===== src/rtl/avg_seq_pkg.sv =====
// Package avg_seq_pkg
// Shared constants and width helpers for the round-robin averaging sequencer.
// Assumes the depth code is a shift amount, so depth is always a power of two.
package avg_seq_pkg;
    localparam int unsigned SMP_W_DEF  = 8;
    localparam int unsigned CODE_W_DEF = 3;
    localparam int unsigned MAX_CH_DEF = 4;
    localparam logic [2:0]  RESET_CODE = 3'b100;

    // Largest shift a code of the given width can select.
    function automatic int unsigned max_shift(input int unsigned code_w);
        return (1 << code_w) - 1;
    endfunction

    // Sum width that holds the largest depth of full-scale samples.
    function automatic int unsigned acc_width(input int unsigned smp_w, input int unsigned code_w);
        return smp_w + max_shift(code_w);
    endfunction
endpackage


===== src/rtl/avg_seq_depth_ctl.sv =====
// Module avg_seq_depth_ctl
// Holds the averaging depth code in use and flags the cycle on which the
// requested code differs from it. On that cycle every accumulator clears.
// Assumes avg_sel_i is a synchronous level.
module avg_seq_depth_ctl #(
    parameter int unsigned      CODE_W     = 3,
    parameter logic [CODE_W-1:0] RESET_CODE = 3'b100
) (
    input  logic              clk,
    input  logic              rst_n,
    input  logic [CODE_W-1:0] avg_sel_i,
    output logic [CODE_W-1:0] code_o,
    output logic              chg_o
);
    logic [CODE_W-1:0] applied_q;

    // Track the requested code; the reset value sets the power-up depth.
    always_ff @(posedge clk) begin
        if (!rst_n) applied_q <= RESET_CODE;
        else        applied_q <= avg_sel_i;
    end

    // A mismatch between request and applied code marks a depth change.
    always_comb begin
        chg_o  = (avg_sel_i != applied_q);
        code_o = applied_q;
    end
endmodule


===== src/rtl/avg_seq_rotator.sv =====
// Module avg_seq_rotator
// Channel pointer that steps once per accepted sample and wraps after the
// last active channel. Assumes N_ACTIVE is at least 1 and fits in CH_W bits.
module avg_seq_rotator #(
    parameter int unsigned N_ACTIVE = 4,
    parameter int unsigned CH_W     = 2
) (
    input  logic            clk,
    input  logic            rst_n,
    input  logic            adv_i,
    output logic [CH_W-1:0] ch_o
);
    localparam logic [CH_W-1:0] LAST_CH = CH_W'(N_ACTIVE - 1);

    logic [CH_W-1:0] ptr_q;

    // Move to the next channel on each accepted sample, wrapping at the end.
    always_ff @(posedge clk) begin
        if (!rst_n)                         ptr_q <= '0;
        else if (adv_i && ptr_q == LAST_CH) ptr_q <= '0;
        else if (adv_i)                     ptr_q <= ptr_q + 1'b1;
    end

    assign ch_o = ptr_q;

    // with no accepted sample the pointer must not move.
    assert_hold_R2: assert property (@(posedge clk) disable iff (!rst_n)
        !adv_i |=> $stable(ptr_q));

    // the pointer never names an inactive channel.
    assert_ptr_range_R10: assert property (@(posedge clk) disable iff (!rst_n)
        int'(ptr_q) < int'(N_ACTIVE));
endmodule


===== src/rtl/avg_seq_chan_acc.sv =====
// Module avg_seq_chan_acc
// Per-channel running sum and visit count. When the count reaches the depth,
// it publishes sum >> code in one cycle and restarts. Assumes take_i is only
// raised for samples that belong to this channel.
module avg_seq_chan_acc #(
    parameter int unsigned SMP_W  = 8,
    parameter int unsigned CODE_W = 3
) (
    input  logic              clk,
    input  logic              rst_n,
    input  logic              clr_i,
    input  logic              take_i,
    input  logic [CODE_W-1:0] code_i,
    input  logic [SMP_W-1:0]  smp_i,
    output logic [SMP_W-1:0]  avg_o
);
    localparam int unsigned CNT_W   = avg_seq_pkg::max_shift(CODE_W);
    localparam int unsigned ACC_W   = avg_seq_pkg::acc_width(SMP_W, CODE_W);
    localparam int          MAX_SMP = (1 << SMP_W) - 1;

    logic [ACC_W-1:0] acc_q;
    logic [CNT_W-1:0] cnt_q;
    logic [SMP_W-1:0] avg_q;
    logic [ACC_W-1:0] sum_next;
    logic [CNT_W:0]   depth_m1;
    logic             last;

    // Next sum, last-visit detect and the final count for the chosen depth.
    always_comb begin
        sum_next = acc_q + ACC_W'(smp_i);
        depth_m1 = ({{CNT_W{1'b0}}, 1'b1} << code_i) - 1'b1;
        last     = ({1'b0, cnt_q} == depth_m1);
    end

    // Sum, count and publish; a depth change drops partial sums.
    always_ff @(posedge clk) begin
        if (!rst_n) begin
            acc_q <= '0;
            cnt_q <= '0;
            avg_q <= '0;
        end else if (clr_i) begin
            acc_q <= '0;
            cnt_q <= '0;
        end else if (take_i && last) begin
            acc_q <= '0;
            cnt_q <= '0;
            avg_q <= SMP_W'(sum_next >> code_i);
        end else if (take_i) begin
            acc_q <= sum_next;
            cnt_q <= cnt_q + 1'b1;
        end
    end

    assign avg_o = avg_q;

    // the sum is bounded by count times full scale, so it cannot wrap.
    assert_no_overflow_R4: assert property (@(posedge clk) disable iff (!rst_n)
        int'(acc_q) <= int'(cnt_q) * MAX_SMP);

    // a depth change leaves no partial sum behind.
    assert_clear_R8: assert property (@(posedge clk) disable iff (!rst_n)
        clr_i |=> (cnt_q == '0 && acc_q == '0));

    // the published value only moves right after a sample was taken.
    assert_hold_R5: assert property (@(posedge clk) disable iff (!rst_n)
        !$stable(avg_q) |-> $past(take_i));
endmodule


===== src/rtl/rr_avg_sequencer.sv =====
// Module rr_avg_sequencer
// Top of the round-robin averaging sequencer. It rotates the converter's
// channel select, gives every active channel its own accumulator, and
// forwards each raw sample with its channel tag one cycle later. Assumes the
// converter answers only for the channel shown on smp_ch_o.
module rr_avg_sequencer #(
    parameter int unsigned SMP_W    = avg_seq_pkg::SMP_W_DEF,
    parameter int unsigned CODE_W   = avg_seq_pkg::CODE_W_DEF,
    parameter int unsigned MAX_CH   = avg_seq_pkg::MAX_CH_DEF,
    parameter int unsigned N_ACTIVE = 4
) (
    input  logic                    clk,
    input  logic                    rst_n,
    input  logic [CODE_W-1:0]       avg_sel_i,
    input  logic                    smp_valid_i,
    input  logic [SMP_W-1:0]        smp_data_i,
    output logic [$clog2(MAX_CH)-1:0] smp_ch_o,
    output logic [MAX_CH*SMP_W-1:0] avg_o,
    output logic                    raw_valid_o,
    output logic [SMP_W-1:0]        raw_data_o,
    output logic [$clog2(MAX_CH)-1:0] raw_ch_o
);
    localparam int unsigned CH_W = $clog2(MAX_CH);

    logic [CODE_W-1:0] code;
    logic              chg;
    logic [CH_W-1:0]   cur_ch;
    logic              raw_valid_q;
    logic [SMP_W-1:0]  raw_data_q;
    logic [CH_W-1:0]   raw_ch_q;

    avg_seq_depth_ctl #(
        .CODE_W     (CODE_W),
        .RESET_CODE (CODE_W'(avg_seq_pkg::RESET_CODE))
    ) depth_i (
        .clk       (clk),
        .rst_n     (rst_n),
        .avg_sel_i (avg_sel_i),
        .code_o    (code),
        .chg_o     (chg)
    );

    avg_seq_rotator #(
        .N_ACTIVE (N_ACTIVE),
        .CH_W     (CH_W)
    ) rot_i (
        .clk   (clk),
        .rst_n (rst_n),
        .adv_i (smp_valid_i),
        .ch_o  (cur_ch)
    );

    // One accumulator per active channel; inactive result bytes read zero.
    for (genvar g = 0; g < MAX_CH; g++) begin : g_ch
        if (g < N_ACTIVE) begin : g_act
            avg_seq_chan_acc #(
                .SMP_W  (SMP_W),
                .CODE_W (CODE_W)
            ) acc_i (
                .clk    (clk),
                .rst_n  (rst_n),
                .clr_i  (chg),
                .take_i (smp_valid_i && !chg && (cur_ch == CH_W'(g))),
                .code_i (code),
                .smp_i  (smp_data_i),
                .avg_o  (avg_o[g*SMP_W +: SMP_W])
            );
        end else begin : g_off
            assign avg_o[g*SMP_W +: SMP_W] = '0;
        end
    end

    // Pass every raw sample on with its channel tag, independent of averaging.
    always_ff @(posedge clk) begin
        if (!rst_n) begin
            raw_valid_q <= 1'b0;
            raw_data_q  <= '0;
            raw_ch_q    <= '0;
        end else begin
            raw_valid_q <= smp_valid_i;
            if (smp_valid_i) begin
                raw_data_q <= smp_data_i;
                raw_ch_q   <= cur_ch;
            end
        end
    end

    assign smp_ch_o    = cur_ch;
    assign raw_valid_o = raw_valid_q;
    assign raw_data_o  = raw_data_q;
    assign raw_ch_o    = raw_ch_q;

    // each accepted sample appears on the raw port next cycle, tagged correctly.
    assert_raw_follow_R7: assert property (@(posedge clk) disable iff (!rst_n)
        smp_valid_i |=> (raw_valid_o && raw_ch_o == $past(smp_ch_o)
                         && raw_data_o == $past(smp_data_i)));
endmodule


===== config.mk =====
export PLATFORM = sky130hd
export DESIGN_NAME = rr_avg_sequencer
export DESIGN_NICKNAME = d
export VERILOG_FILES = /design/src/rtl/avg_seq_pkg.sv /design/src/rtl/avg_seq_depth_ctl.sv /design/src/rtl/avg_seq_rotator.sv /design/src/rtl/avg_seq_chan_acc.sv /design/src/rtl/rr_avg_sequencer.sv
export SDC_FILE = /design/constraint.sdc
export NUM_CORES = 1
export LEC_CHECK = 0
export ABC_AREA = 1
export BUFFER_PORTS_ARGS = -buffer_cell sky130_fd_sc_hd__buf_2
export CAP_MARGIN = 20
export CORE_UTILIZATION = 44
export DETAILED_ROUTE_END_ITERATION = 10
export SYNTH_ARGS = -nofsm -noshare
export SYNTH_HDL_FRONTEND = slang
export SYNTH_HIERARCHICAL = 1
export SYNTH_SLANG_ARGS = --single-unit
export TNS_END_PERCENT = 5

===== constraint.sdc =====
create_clock -name clk -period 3.55 [get_ports clk]
set_clock_uncertainty 0.1 [all_clocks]
set_input_delay 0.1775 -clock clk [delete_from_list [all_inputs] [get_ports clk]]
set_output_delay 0.1775 -clock clk [all_outputs]
set_load 0.05 [all_outputs]

**After elaboration in Yosys (flattened, before gate mapping)**

Index checks and enable logic that the tools add are counted.

- Input bits: 14
- Output and inout port bits: 45
- Register bits: 136

- Shifts and indexed selects: 5
- Add/sub/neg operators: 10
- Equality and inequality tests: 8
- Bitwise gates (word level): 2
- Reduce and logical (&&, ||, !) cells: 21

Operators by type and width:

| cell | count |
|---|---|
| $add 15x8->15 | 4 |
| $shr 15x3->8 | 4 |
| $eq 7x8->1 | 4 |
| $add 7x1->7 const B | 4 |
| $reduce_or 3->1 | 4 |
| $logic_and 1x1->1 | 10 |
| $reduce_and 2->1 | 4 |
| $shl 1x3->8 const A | 1 |
| $sub 8x1->8 const B | 1 |
| $eq 2x2->1 const B | 2 |
| $ne 3x3->1 | 1 |
| $add 2x1->2 const B | 1 |
| $eq 2x1->1 const B | 1 |
| $logic_not 2->1 | 1 |
| $not 1->1 | 2 |
| $reduce_or 2->1 | 1 |
| $logic_not 1->1 | 1 |

**Longest topological paths before layout**

Gate-level depths: netlist (run 1).

- Depth in word-level cells: 6
- Gate-level depth with buffers: 17
- Gate-level depth less buffers: 16

**Cells and area by module**

The synthesis (run 1) kept the hierarchy.

Modules (own cells, without submodules):

| module | area each (µm²) | cells each | instances | sequential area each (µm²) |
|---|---|---|---|---|
| avg_seq_chan_acc at g_ch[1].g_act.acc_i ... | 2373.5 | 394 | 3 | 600.6 |
| avg_seq_chan_acc at g_ch[0].g_act.acc_i | 2352.3 | 378 | 1 | 600.6 |
| rr_avg_sequencer | 488.0 | 74 | 1 | 220.2 |
| avg_seq_depth_ctl | 130.1 | 20 | 1 | 60.1 |
| avg_seq_rotator | 106.4 | 14 | 1 | 40.0 |

**Worst setup path before layout (run 1)**

Ideal clock, no wire load.

- Path type: register to register
- From: reg depth_i.applied_q[0], in the netlist depth_i/code_o[0]
- To: reg g_ch[1].g_act.acc_i.acc_q[3]
- Arrival: 3159 ps
- Clock period less this slack: 3379 ps
- Cell stages (with the launch flop): 14
- Setup time: 120 ps
- Setup slack: 171 ps
- Required time: 3330 ps
- Path buffers: 2
- Path through: dfxtp_1 xnor2_1 nand3_1 inv_1 nand2_1 nor2_1 clkbuf_1 nand2_1 nor2_1 and3_1 nand3_2 nand3_4 buf_2 a21oi_1

- Longest elaborated chain between the ends: 6

Ends and longest elaborated chain:

| what | RTL line | text |
|---|---|---|
| from (decl) | avg_seq_depth_ctl.sv:15 | `logic [CODE_W-1:0] applied_q;` |
| from (signal assigned) | avg_seq_depth_ctl.sv:20 | `else applied_q <= avg_sel_i;` |
| $ne 3x3->1 (*) | avg_seq_depth_ctl.sv:25 | `chg_o = (avg_sel_i != applied_q);` |
| named net chg | rr_avg_sequencer.sv:26 | `logic chg;` |
| $logic_not 1->1 | rr_avg_sequencer.sv:63 | `.take_i (smp_valid_i && !chg && (cur_ch == CH_W'(g))),` |
| $logic_and 1x1->1 (2 in series) | rr_avg_sequencer.sv:63 |  |
| $logic_and 1x1->1 | avg_seq_chan_acc.sv:44 | `end else if (take_i && last) begin` |
| $reduce_or 3->1 (no source line) | n/a |  |
| to (signal assigned) | avg_seq_chan_acc.sv:49 | `acc_q <= sum_next;` |
| to (decl) | avg_seq_chan_acc.sv:21 | `logic [ACC_W-1:0] acc_q;` |

Mark *: on every way through the listed nets, which the timed path passes. The rest lies on a longest branch.
A chain may end at the register's enable or synchronous reset.

**Worst setup path after layout (run 1)**

- From: reg depth_i.applied_q[0], in the netlist depth_i/code_o[0]
- To: reg g_ch[1].g_act.acc_i.acc_q[11]

- Longest elaborated chain between the ends: 6

Ends and longest elaborated chain:

| what |
|---|
| parallel branches: the longest is 6 deep, another holds $sub 8x1->8 |

Several ways; the timed one is not identified.

==> impl_metrics.env, run 1 <==
export IMPL_path_delay_family="simple AND/OR/NAND/NOR gates"
export IMPL_syn_mean_instance_area_um2=6.11
export IMPL_cts_reportedPaths_clkPinSlew_ns=0.06
export IMPL_clock_tree_root="sky130_fd_sc_hd__clkbuf_16"
export IMPL_synth_yosys_warnings=6
export IMPL_dp_final_hpwl_um=21100
export IMPL_cellLeakagePower_uw=0.00534
export IMPL_worst_setup_path_start_kind="register"
export IMPL_synth_top_cell_area_share_pct=26.7
export IMPL_worstSetupEndpointType="register"
export IMPL_count_of_antenna_violating_nets_left_after_detailed_routing=0
export IMPL_timing_fmax_ghz=0.340
export IMPL_finalSetupViolCount=0
export IMPL_grt_pass1_vias=9767
export IMPL_cts_tree="done"
export IMPL_grt_first_pass_wirelength_um=47300
export IMPL_htree_levels=4
export IMPL_grt_antenna_before_repair=0
export IMPL_drc=0
export IMPL_post_drt_via_cell_ratio=5.19
export IMPL_ys_seq_area_share_pct=26.7
export IMPL_worst_path_buffer_plus_inverter_count=4
export IMPL_synth_area_leaders="sky130_fd_sc_hd__dfxtp_1, sky130_fd_sc_hd__nand2_1, sky130_fd_sc_hd__nand3_1"
export IMPL_post_synth_instance_area_um2=10200
export IMPL_ys_dominant_reg_cell="sky130_fd_sc_hd__dfxtp_1"
export IMPL_total_power_draw_uw=3710
export IMPL_cts_buffers_inserted=17
export IMPL_worst_path_max_delay_cell="sky130_fd_sc_hd__dfxtp_2"
export IMPL_critical_path_class="reg -> reg"
export IMPL_setup_total_neg_slack_ns=0
export IMPL_grt_start_max_net_pins=38
export IMPL_design_portCount=59
export IMPL_wl_per_cell_um=13.9
export IMPL_place_gp_congestion=0.885
export IMPL_number_of_core_rows=55
export IMPL_slew_violations=0
export IMPL_finalWorstPathRequiredPeriod_ns=2.94
export IMPL_cellPowerDensity_nw_per_um2=328
export IMPL_clock_path_buffers=2
export IMPL_initial_standard_cell_utilization_of_the_core_pct=44.9
export IMPL_cts_sinks=136
export IMPL_status="finished, final reports clean"
export IMPL_ys_seq_elements=136
export IMPL_hold_buffers=3
export IMPL_async_reset_ff_share_pct=0
export IMPL_clock_latency_ns=0.42
export IMPL_yosysUniqueCellTypes=40
export IMPL_max_fanout_on_critical_path=19
export IMPL_fin_crit_sh_pct=82.8
export IMPL_dr_total_vias=10400
export IMPL_timing_critical_path_arrival_ns=3.12
export IMPL_core_area_um2=22700
export IMPL_path_cells="buf_12, inv_2, nor2_1, nand2_1, ha_1, nand2_1, inv_1, nor3_1, nand3b_1, nor2_1, nand3_2, nand3_4, inv_2, o21ai_0, a21oi_1"
export IMPL_synth_largest_area_cell="sky130_fd_sc_hd__dfxtp_1"
export IMPL_die_h_um=154
export IMPL_max_cap_viol_count=0
export IMPL_hold_viol_final=0
export IMPL_gr_usage_all_layers_pct=24.6
export IMPL_chipWidth_um=154
export IMPL_mostFrequentLayoutCell="sky130_fd_sc_hd__nand2_1"
export IMPL_vdd_ir_drop_max_uv=276
export IMPL_synth_net_count=1727
export IMPL_synthesis_instances=1668
export IMPL_port_buffer_count=58
export IMPL_postCtsResizedCells=0
export IMPL_num_antenna_cells=0
export IMPL_starting_drt_drc_count=617
export IMPL_synth_edff_count=0
export IMPL_timing_slew_headroom_pct=44.8
export IMPL_tightest_slew_ns=0.829
export IMPL_timing_critical_path_slowest_cell_delay_ns=0.55
export IMPL_drt_wl_total_um=28000
export IMPL_synthToLayoutAreaGrowth_pct=11.0
export IMPL_rsz0062_at_grt="no"
export IMPL_nNetsFinal=1775
export IMPL_die_area_um2=23800
export IMPL_cts_repair_timing_setup_buffer_count=0
export IMPL_worst_hold_class="in -> reg"
export IMPL_worst_ep_required_time_ns=3.73
export IMPL_layout_drive_gt1_share_pct=9.79
export IMPL_number_of_detailed_routing_iterations_run_before_antenna_repair=5
export IMPL_layout_cells_most_common_list="sky130_fd_sc_hd__nand2_1, sky130_fd_sc_hd__nand3_1, sky130_fd_sc_hd__inv_1, sky130_fd_sc_hd__nor2_1, sky130_fd_sc_hd__dfxtp_1"
export IMPL_grt_overflow_total=0
==> worst min-delay path: stages <==
cell	delay, ns
sky130_fd_sc_hd__buf_2	0.17
sky130_fd_sc_hd__inv_1	0.07
sky130_fd_sc_hd__nand2_1	0.04
sky130_fd_sc_hd__nand2_1	0.05
sky130_fd_sc_hd__nor2_1	0.03
==> power by group <==
group / internal [µW] / total [µW] / switching, µW
Combinational: 150 / 505 / 355
Clock: 985 / 1650 / 667
Sequential: 1540 / 1550 / 15.2
==> cells in the mapped netlist, types with 4 or more instances <==
| cell type | n |
|---|---|
| sky130_fd_sc_hd__nand2_1 | 510 |
| sky130_fd_sc_hd__nand3_1 | 221 |
| sky130_fd_sc_hd__inv_1 | 183 |
| sky130_fd_sc_hd__nor2_1 | 162 |
| sky130_fd_sc_hd__dfxtp_1 | 136 |
| sky130_fd_sc_hd__a21oi_1 | 95 |
| sky130_fd_sc_hd__o21ai_0 | 52 |
| sky130_fd_sc_hd__ha_1 | 41 |
| sky130_fd_sc_hd__clkbuf_1 | 27 |
| sky130_fd_sc_hd__xor2_1 | 22 |
| sky130_fd_sc_hd__a211oi_1 | 19 |
| sky130_fd_sc_hd__o21ai_1 | 19 |
| sky130_fd_sc_hd__nand4_1 | 17 |
| sky130_fd_sc_hd__inv_2 | 14 |
| sky130_fd_sc_hd__nor3_1 | 14 |
| sky130_fd_sc_hd__xnor2_1 | 13 |
| sky130_fd_sc_hd__buf_2 | 11 |
| sky130_fd_sc_hd__nor2_4 | 11 |
| sky130_fd_sc_hd__or2_2 | 11 |
| sky130_fd_sc_hd__nand3b_1 | 9 |
| sky130_fd_sc_hd__o21a_1 | 9 |
| sky130_fd_sc_hd__a21oi_2 | 8 |
| sky130_fd_sc_hd__o211ai_1 | 8 |
| sky130_fd_sc_hd__nor2_2 | 6 |
| sky130_fd_sc_hd__a22oi_1 | 5 |
| sky130_fd_sc_hd__nand3_4 | 5 |
| sky130_fd_sc_hd__a21boi_0 | 4 |
| sky130_fd_sc_hd__buf_4 | 4 |
| sky130_fd_sc_hd__fa_1 | 4 |
| sky130_fd_sc_hd__nor3b_1 | 4 |
==> flip-flops by register name, indices dropped and copies added (netlist names) <==
name	flops
raw_valid_o	1
raw_ch_o	2
g_ch.g_act.acc_i/acc_q	60
rot_i/ch_o	2
g_ch.g_act.acc_i/avg_o	32
raw_data_o	8
depth_i/code_o	3
g_ch.g_act.acc_i/cnt_q	28
==> cell type report <==
cell class	count	area (µm²)
Clock buffer	21	460
Clock inverter	9	77.6
Fill cell	2380	11400
Inverter	197	739
Multi-Input combinational cell	1287	6500
Sequential cell	136	2730
Tap cell	285	357
Timing Repair Buffer	77	453
==> path summary, 6_finish.rpt <==
| path | cells past startpoint | slack [ns] | start | endpoint |
|---|---|---|---|---|
| max | 15 | 0.61 | depth_i/code_o[0] | g_ch[1].g_act.acc_i/acc_q[11] |
| min | 5 | 0.06 | smp_data_i[3] | raw_data_o[3] |
| max reg2reg | 15 | 0.61 | depth_i/code_o[0] | g_ch[1].g_act.acc_i/acc_q[11] |
| min reg2reg | 2 | 0.35 | g_ch[2].g_act.acc_i/avg_o[6] | g_ch[2].g_act.acc_i/avg_o[6] |
==> through the flow <==
stage               hold WS (ns)  cell area [µm²]  cells  util [%]  setup slack [ns]
floorplan                  0.146            10200   1668         -             0.171
CTS                       0.0482            11300   2012      49.8             0.669
global route              0.0676            11300   2012      49.8             0.380
global placement           0.282            10700   1979      47.3             0.744
finish                    0.0608            11300   2012      49.8             0.611
detailed placement         0.286            10700   1979      47.3             0.715
==> kinds of logic (layout without fill, tap and decap cells) <==
family	count (synthesis)	after routing	share of synthesized area [%]
buffers and inverters	245	304	9.52
adder cells (fa/ha/maj)	45	45	5.82
AO/OA/AOI/OAI	219	219	12.1
flip-flops	136	136	26.7
AND/OR/NAND/NOR	987	987	42.7
XOR/XNOR	36	36	3.17
==> layer usage <==
| layer | GRT usage [%] | part of all wire, % | up-vias |
|---|---|---|---|
| li1 | - | - | 5520 |
| met1 | 33.6 | 50 | 4698 |
| met2 | 40.0 | 44 | 202 |
| met3 | 3.36 | 4.0 | 29 |
| met4 | 7.76 | 1.7 | 0 |
| met5 | 0 | 0 | - |
(Power assumes the default switching activity.)
==> run 2: changes to the inputs <==
==> constraint.sdc (replaced) <==
create_clock -name clk -period 2.5 [get_ports clk]
set_clock_uncertainty 0.1 [all_clocks]
set_input_delay 0.125 -clock clk [delete_from_list [all_inputs] [get_ports clk]]
set_output_delay 0.125 -clock clk [all_outputs]
set_load 0.05 [all_outputs]
==> run 2 against run 1 <==
Effect of this change: critical endpoint is now g_ch[2].g_act.acc_i/avg_o[7]; routed wire length rose by 5.3%; sequential power rose by 42%; setup slack got worse by 0.49 ns; maximum frequency rose by 24%; total power rose by 50%; largest cell class unchanged; sequential share of layout area fell by 1.6 points; hold slack got worse by 0.039 ns; combinational power rose by 63%.
==> impl_metrics.env, run 2 (synthesis gave the netlist of run 1 again) <==
export IMPL_worst_hold_class="in -> reg"
export IMPL_vdd_ir_drop_max_uv=347
export IMPL_grt_overflow_total=0
export IMPL_tightest_slew_ns=0.605
export IMPL_finalSetupViolCount=0
export IMPL_drc=0
export IMPL_grt_start_max_net_pins=23
export IMPL_rr_endpoint="g_ch[2].g_act.acc_i/avg_o[7]"
export IMPL_power_sequential_fraction_pct=39.6
export IMPL_status="finished, final reports clean"
export IMPL_clock_tree_root="sky130_fd_sc_hd__clkbuf_16"
export IMPL_swShare_pct=27.9
export IMPL_switching_power_uw=1550
export IMPL_num_antenna_cells=0
export IMPL_slew_violations=0
export IMPL_power_frac_comb_pct=14.8
export IMPL_gr_usage_all_layers_pct=25.3
export IMPL_critical_path_class="reg -> reg"
export IMPL_grt_pass1_vias=9981
export IMPL_cellPowerDensity_nw_per_um2=459
export IMPL_initial_standard_cell_utilization_of_the_core_pct=44.9
export IMPL_worstSetupEndpointType="register"
export IMPL_registers_top_by_ff_count="g_ch.g_act.acc_i/acc_q"
export IMPL_finalWorstPathRequiredPeriod_ns=2.38
export IMPL_nNetsFinal=1842
export IMPL_grt_first_pass_wirelength_um=48600
export IMPL_power_frac_clock_pct=45.6
export IMPL_cts_reportedPaths_clkPinSlew_ns=0.06
export IMPL_post_drt_via_cell_ratio=5.18
export IMPL_core_area_um2=22700
export IMPL_final_setup_worst_slack_ns=0.121
export IMPL_layout_cells_most_common_list="sky130_fd_sc_hd__nand2_1, sky130_fd_sc_hd__nand3_1, sky130_fd_sc_hd__inv_1, sky130_fd_sc_hd__nor2_1, sky130_fd_sc_hd__dfxtp_1"
export IMPL_dr_total_vias=10800
export IMPL_ff2ff_setup_slack_ns=0.12
export IMPL_cts_sinks=136
export IMPL_dp_final_hpwl_um=21900
export IMPL_cellLeakagePower_uw=0.00574
export IMPL_cts_tree="done"
export IMPL_layout_drive_gt1_share_pct=15.0
export IMPL_synthToLayoutAreaGrowth_pct=19.0
export IMPL_r2r_start="depth_i/code_o[0]"
export IMPL_wl_per_cell_um=14.2
export IMPL_finalCoreUtilization_pct=53.4
export IMPL_design_portCount=59
export IMPL_grt_antenna_before_repair=0
export IMPL_largest_reg_flops=60
export IMPL_die_area_um2=23800
export IMPL_htree_levels=4
export IMPL_cell_internal_pwr_uw=4020
export IMPL_die_h_um=154
export IMPL_total_power_draw_uw=5570
export IMPL_place_gp_congestion=0.879
export IMPL_worst_ep_required_time_ns=2.71
export IMPL_instance_area_at_placement_um2=11200
export IMPL_fin_crit_sh_pct=95.2
export IMPL_starting_drt_drc_count=558
export IMPL_port_buffer_count=58
export IMPL_rsz0062_at_grt="yes"
export IMPL_timing_hold_worst_start="smp_data_i[2]"
export IMPL_number_of_core_rows=55
export IMPL_clock_latency_ns=0.42
export IMPL_number_of_detailed_routing_iterations_run_before_antenna_repair=8
export IMPL_max_cap_viol_count=0
export IMPL_timing_critical_path_arrival_ns=2.59
export IMPL_final_fill_count=2377
export IMPL_min_delay_worst_endpoint="raw_data_o[2]"
export IMPL_mostFrequentLayoutCell="sky130_fd_sc_hd__nand2_1"
export IMPL_holdPathStages=5
export IMPL_count_of_antenna_violating_nets_left_after_detailed_routing=0
export IMPL_final_design_area_no_fill_um2=12100
export IMPL_max_fanout_on_critical_path=8
export IMPL_worst_r2r_path_depth=14
export IMPL_drt_wl_total_um=29400
export IMPL_hold_viol_final=0
export IMPL_timing_fmax_ghz=0.420
export IMPL_pre_cts_setup_slack_ns=-0.0381
export IMPL_chipWidth_um=154
export IMPL_timing_slew_headroom_pct=59.6
export IMPL_cts_buffers_inserted=17
export IMPL_worst_setup_path_start_kind="register"
export IMPL_clock_path_buffers=2
-- run 2: critical path: stages, from the launching register on --
cell and delay (ns):
sky130_fd_sc_hd__dfxtp_4 0.43, sky130_fd_sc_hd__buf_8 0.16, sky130_fd_sc_hd__inv_2 0.06, sky130_fd_sc_hd__nor2_4 0.08, sky130_fd_sc_hd__nand2_1 0.06, sky130_fd_sc_hd__ha_2 0.33, sky130_fd_sc_hd__nor2_1 0.06, sky130_fd_sc_hd__nor3_1 0.14
sky130_fd_sc_hd__nand3b_1 0.11, sky130_fd_sc_hd__nor2_1 0.10, sky130_fd_sc_hd__nand3b_1 0.17, sky130_fd_sc_hd__nor2_4 0.20, sky130_fd_sc_hd__nand3_2 0.10, sky130_fd_sc_hd__nor2_2 0.12, sky130_fd_sc_hd__nor2_1 0.04
-- run 2: cell type report --
type | instances | area [µm²] | area share, %
Multi-Input combinational cell | 1289 | 6680 | 55.0
Sequential cell | 136 | 2730 | 22.5
Timing Repair Buffer | 142 | 1040 | 8.58
Inverter | 197 | 739 | 6.09
Clock buffer | 25 | 526 | 4.33
Tap cell | 285 | 357 | 2.94
Clock inverter | 6 | 62.6 | 0.516
-- run 2: metrics by stage --
stage	TNS, ns	hold WS (ns)	cells
6_report	0	0.0218	2080
5_1_grt	-0.208	0.0336	2080
3_3_place_gp	0	0.227	2028
2_1_floorplan	-0.675	0.0936	1668
4_1_cts	0	0.0168	2066
3_5_place_dp	-0.0891	0.234	2028
-- run 2: power groups by stage --
stage / clock network, µW / registers [µW] / logic, µW
2_1_floorplan: 0 / 2310 / 469
5_1_grt: 2690 / 2210 / 910
6_report: 2540 / 2200 / 825
3_5_place_dp: 0 / 2260 / 774
3_3_place_gp: 0 / 2250 / 774
4_1_cts: 2600 / 2210 / 788
-- run 2: what timing repair did --
action	CTS	global route
pin swaps	3	28
gates cloned	1	1
endpoints found under the setup margin	7	88
hold endpoints to repair	4	0
buffers inserted	1	13
resized for setup	2	45
hold buffers	5	0
-- run 2: routing by layer --
metal / wire, µm / vias to the layer above / GRT usage, %
li1: - / 5643 / -
met1: 14500 / 4878 / 34.9
met2: 13300 / 226 / 41.4
met3: 1100 / 31 / 3.36
met4: 523 / 0 / 7.05
met5: 0 / - / 0
-- run 2: worst max-delay path by stage --
stage               depth (start not counted)                           end              start  slack (ns)
finish                                     14  g_ch[2].g_act.acc_i/avg_o[7]  depth_i/code_o[0]        0.12
global placement                           14  g_ch[2].g_act.acc_i/avg_o[5]  depth_i/code_o[0]        0.02
detailed placement                         14  g_ch[2].g_act.acc_i/avg_o[5]  depth_i/code_o[0]       -0.04
CTS                                        14  g_ch[2].g_act.acc_i/avg_o[5]  depth_i/code_o[0]       0.002
floorplan                                  13  g_ch[3].g_act.acc_i/acc_q[3]  depth_i/code_o[0]       -0.05
global route                               14  g_ch[1].g_act.acc_i/avg_o[5]  depth_i/code_o[0]       -0.03
==> run 3: changes to the inputs <==
--- a/config.mk
+++ b/config.mk
@@ -12,6 +12,5 @@
 export DETAILED_ROUTE_END_ITERATION = 10
 export SYNTH_ARGS = -nofsm -noshare
 export SYNTH_HDL_FRONTEND = slang
-export SYNTH_HIERARCHICAL = 1
 export SYNTH_SLANG_ARGS = --single-unit
 export TNS_END_PERCENT = 5
==> constraint.sdc (replaced) <==
create_clock -name clk -period 2.9 [get_ports clk]
set_clock_uncertainty 0.1 [all_clocks]
set_input_delay 0.145 -clock clk [delete_from_list [all_inputs] [get_ports clk]]
set_output_delay 0.145 -clock clk [all_outputs]
set_load 0.05 [all_outputs]
==> run 3 against run 2 <==
Effect of this change: critical endpoint is now g_ch[1].g_act.acc_i.cnt_q[6]; largest power group unchanged; maximum frequency down 7.2%; setup slack better by 0.21 ns; highest routed layer unchanged; hold slack better by 0.0078 ns.
==> impl_metrics.env, run 3 <==
export IMPL_synthesis_instances=1615
export IMPL_worst_hold_class="in -> reg"
export IMPL_finalSetupViolCount=0
export IMPL_fin_crit_sh_pct=88.4
export IMPL_final_setup_worst_slack_ns=0.335
export IMPL_worst_path_max_delay_cell="sky130_fd_sc_hd__buf_4"
export IMPL_drt_wl_total_um=31300
export IMPL_dp_final_hpwl_um=23000
export IMPL_wl_per_cell_um=15.9
export IMPL_critical_path_class="reg -> reg"
export IMPL_cellLeakagePower_uw=0.00540
export IMPL_count_of_antenna_violating_nets_left_after_detailed_routing=0
export IMPL_number_of_detailed_routing_iterations_run_before_antenna_repair=6
export IMPL_path_cells="buf_4, xnor2_2, nand3_2, inv_2, nand2_2, inv_2, nand3_1, nor2_1, nand3_1, nand2_1, a21oi_1"
export IMPL_finalWorstPathRequiredPeriod_ns=2.56
export IMPL_cts_buffers_inserted=17
export IMPL_instance_area_at_placement_um2=10700
export IMPL_timing_slew_headroom_pct=57.6
export IMPL_cts_sinks=136
export IMPL_synth_edff_count=0
export IMPL_post_drt_via_cell_ratio=5.27
export IMPL_clock_latency_ns=0.43
export IMPL_worst_ep_required_time_ns=3.12
export IMPL_synthMostInstantiatedCell="sky130_fd_sc_hd__nand2_1"
export IMPL_chipWidth_um=153
export IMPL_max_cap_viol_count=0
export IMPL_async_reset_ff_share_pct=0
export IMPL_largest_reg_flops=60
export IMPL_grt_first_pass_wirelength_um=50100
export IMPL_core_area_um2=22600
export IMPL_gr_usage_all_layers_pct=27.3
export IMPL_pre_cts_setup_slack_ns=0.344
export IMPL_synth_net_count=1674
export IMPL_registers_top_by_ff_count="g_ch.g_act.acc_i.acc_q"
export IMPL_grt_antenna_before_repair=0
export IMPL_ys_seq_area_share_pct=27.0
export IMPL_rsz0062_at_grt="no"
export IMPL_yosysUniqueCellTypes=47
export IMPL_final_design_area_no_fill_um2=11400
export IMPL_grt_overflow_total=0
export IMPL_port_buffer_count=58
export IMPL_die_area_um2=23500
export IMPL_cts_tree="done"
export IMPL_initial_standard_cell_utilization_of_the_core_pct=44.6
export IMPL_max_fanout_on_critical_path=46
export IMPL_yosys_top_cells_count="sky130_fd_sc_hd__nand2_1, sky130_fd_sc_hd__nand3_1, sky130_fd_sc_hd__inv_1, sky130_fd_sc_hd__nor2_1, sky130_fd_sc_hd__dfxtp_1"
export IMPL_timing_fmax_ghz=0.390
export IMPL_cts_reportedPaths_clkPinSlew_ns=0.06
export IMPL_drc=0
export IMPL_design_portCount=59
export IMPL_htree_levels=4
export IMPL_layout_drive_gt1_share_pct=10.8
export IMPL_tightest_slew_ns=0.636
export IMPL_cellPowerDensity_nw_per_um2=442
export IMPL_synthToLayoutAreaGrowth_pct=12.8
export IMPL_post_synth_instance_area_um2=10100
export IMPL_timing_critical_path_slowest_cell_delay_ns=0.49
export IMPL_worst_path_buffer_plus_inverter_count=3
export IMPL_synth_area_leaders="sky130_fd_sc_hd__dfxtp_1, sky130_fd_sc_hd__nand2_1, sky130_fd_sc_hd__nand3_1"
export IMPL_vdd_ir_drop_max_uv=319
export IMPL_clock_path_buffers=2
export IMPL_starting_drt_drc_count=673
export IMPL_postCtsResizedCells=0
export IMPL_slew_violations=0
export IMPL_grt_start_max_net_pins=47
export IMPL_layout_cells_most_common_list="sky130_fd_sc_hd__nand2_1, sky130_fd_sc_hd__nand3_1, sky130_fd_sc_hd__inv_1, sky130_fd_sc_hd__nor2_1, sky130_fd_sc_hd__dfxtp_1"
export IMPL_path_delay_family="buffers and inverters"
export IMPL_mostFrequentLayoutCell="sky130_fd_sc_hd__nand2_1"
export IMPL_grt_pass1_vias=9734
export IMPL_setup_total_neg_slack_ns=0
export IMPL_worstSetupEndpointType="register"
export IMPL_hold_viol_final=0
export IMPL_number_of_core_rows=55
export IMPL_worst_setup_path_start_kind="register"
export IMPL_place_gp_congestion=0.895
export IMPL_ys_dominant_reg_cell="sky130_fd_sc_hd__dfxtp_1"
export IMPL_clock_tree_root="sky130_fd_sc_hd__clkbuf_16"
export IMPL_synth_top_cell_area_share_pct=27.0
export IMPL_timing_critical_path_arrival_ns=2.78
export IMPL_synth_yosys_warnings=0
export IMPL_die_h_um=153
export IMPL_dr_total_vias=10400
export IMPL_nNetsFinal=1729
export IMPL_syn_mean_instance_area_um2=6.24
export IMPL_ys_seq_elements=136
export IMPL_status="finished, final reports clean"
export IMPL_synth_largest_area_cell="sky130_fd_sc_hd__dfxtp_1"
export IMPL_num_antenna_cells=0
run 3: routing by layer:
layer	wire length, µm	vias to the layer above	track usage (%)
met3	1510	59	4.93
met2	14200	212	45.3
met4	1150	0	12.3
met5	0	-	0
li1	-	5384	-
met1	14400	4713	34.4
run 3: final timing paths:
kind / start / to / slack (ns) / cells past startpoint
worst max register to register: depth_i.code_o[2] / g_ch[1].g_act.acc_i.cnt_q[6] / 0.34 / 11
worst min register to register: g_ch[2].g_act.acc_i.acc_q[7] / g_ch[2].g_act.acc_i.acc_q[7] / 0.36 / 2
worst max-delay path: depth_i.code_o[2] / g_ch[1].g_act.acc_i.cnt_q[6] / 0.34 / 11
worst min-delay path: smp_valid_i / raw_valid_o / 0.03 / 3
run 3: final cells by class:
class / instances / area (µm²)
Sequential cell: 136 / 2730
Clock inverter: 11 / 194
Inverter: 191 / 717
Multi-Input combinational cell: 1238 / 6370
Timing Repair Buffer: 86 / 533
Tap cell: 285 / 357
Fill cell: 2386 / 11200
Clock buffer: 21 / 460
run 3: through the flow:
stage	hold WS (ns)	std cells	power [µW]	util (%)
finish	0.0297	1968	5020	50.3
global route	0.0478	1968	5190	50.3
CTS	0.00226	1968	5060	50.3
detailed placement	0.329	1933	2560	47.3
global placement	0.326	1933	2550	47.3
floorplan	0.138	1615	2370	-
run 3: tightest hold or removal path: cells and delay by family:
kind	cells	cell delay [ns]
buf+inv	2	0.27
simple gates	1	0.10
run 3: where the power goes:
| group | total (µW) | internal (µW) | switching (µW) |
|---|---|---|---|
| clock | 2500 | 1580 | 919 |
| sequential | 1890 | 1880 | 10.7 |
| combinational | 627 | 179 | 448 |
| total | 5020 | 3640 | 1380 |
run 3: kinds of logic after synthesis:
family	share of synthesized area, %
fa+ha+maj	5.89
compound gates	11.7
simple gates	42.4
xor+xnor	3.29
buf+inv	9.72
flops	27.0
run 3: what timing repair did:
item / 4_1_cts / 5_1_grt
hold buffers: 3 / 0
endpoints found under the hold margin: 3 / 0
buffers inserted: 0 / 0
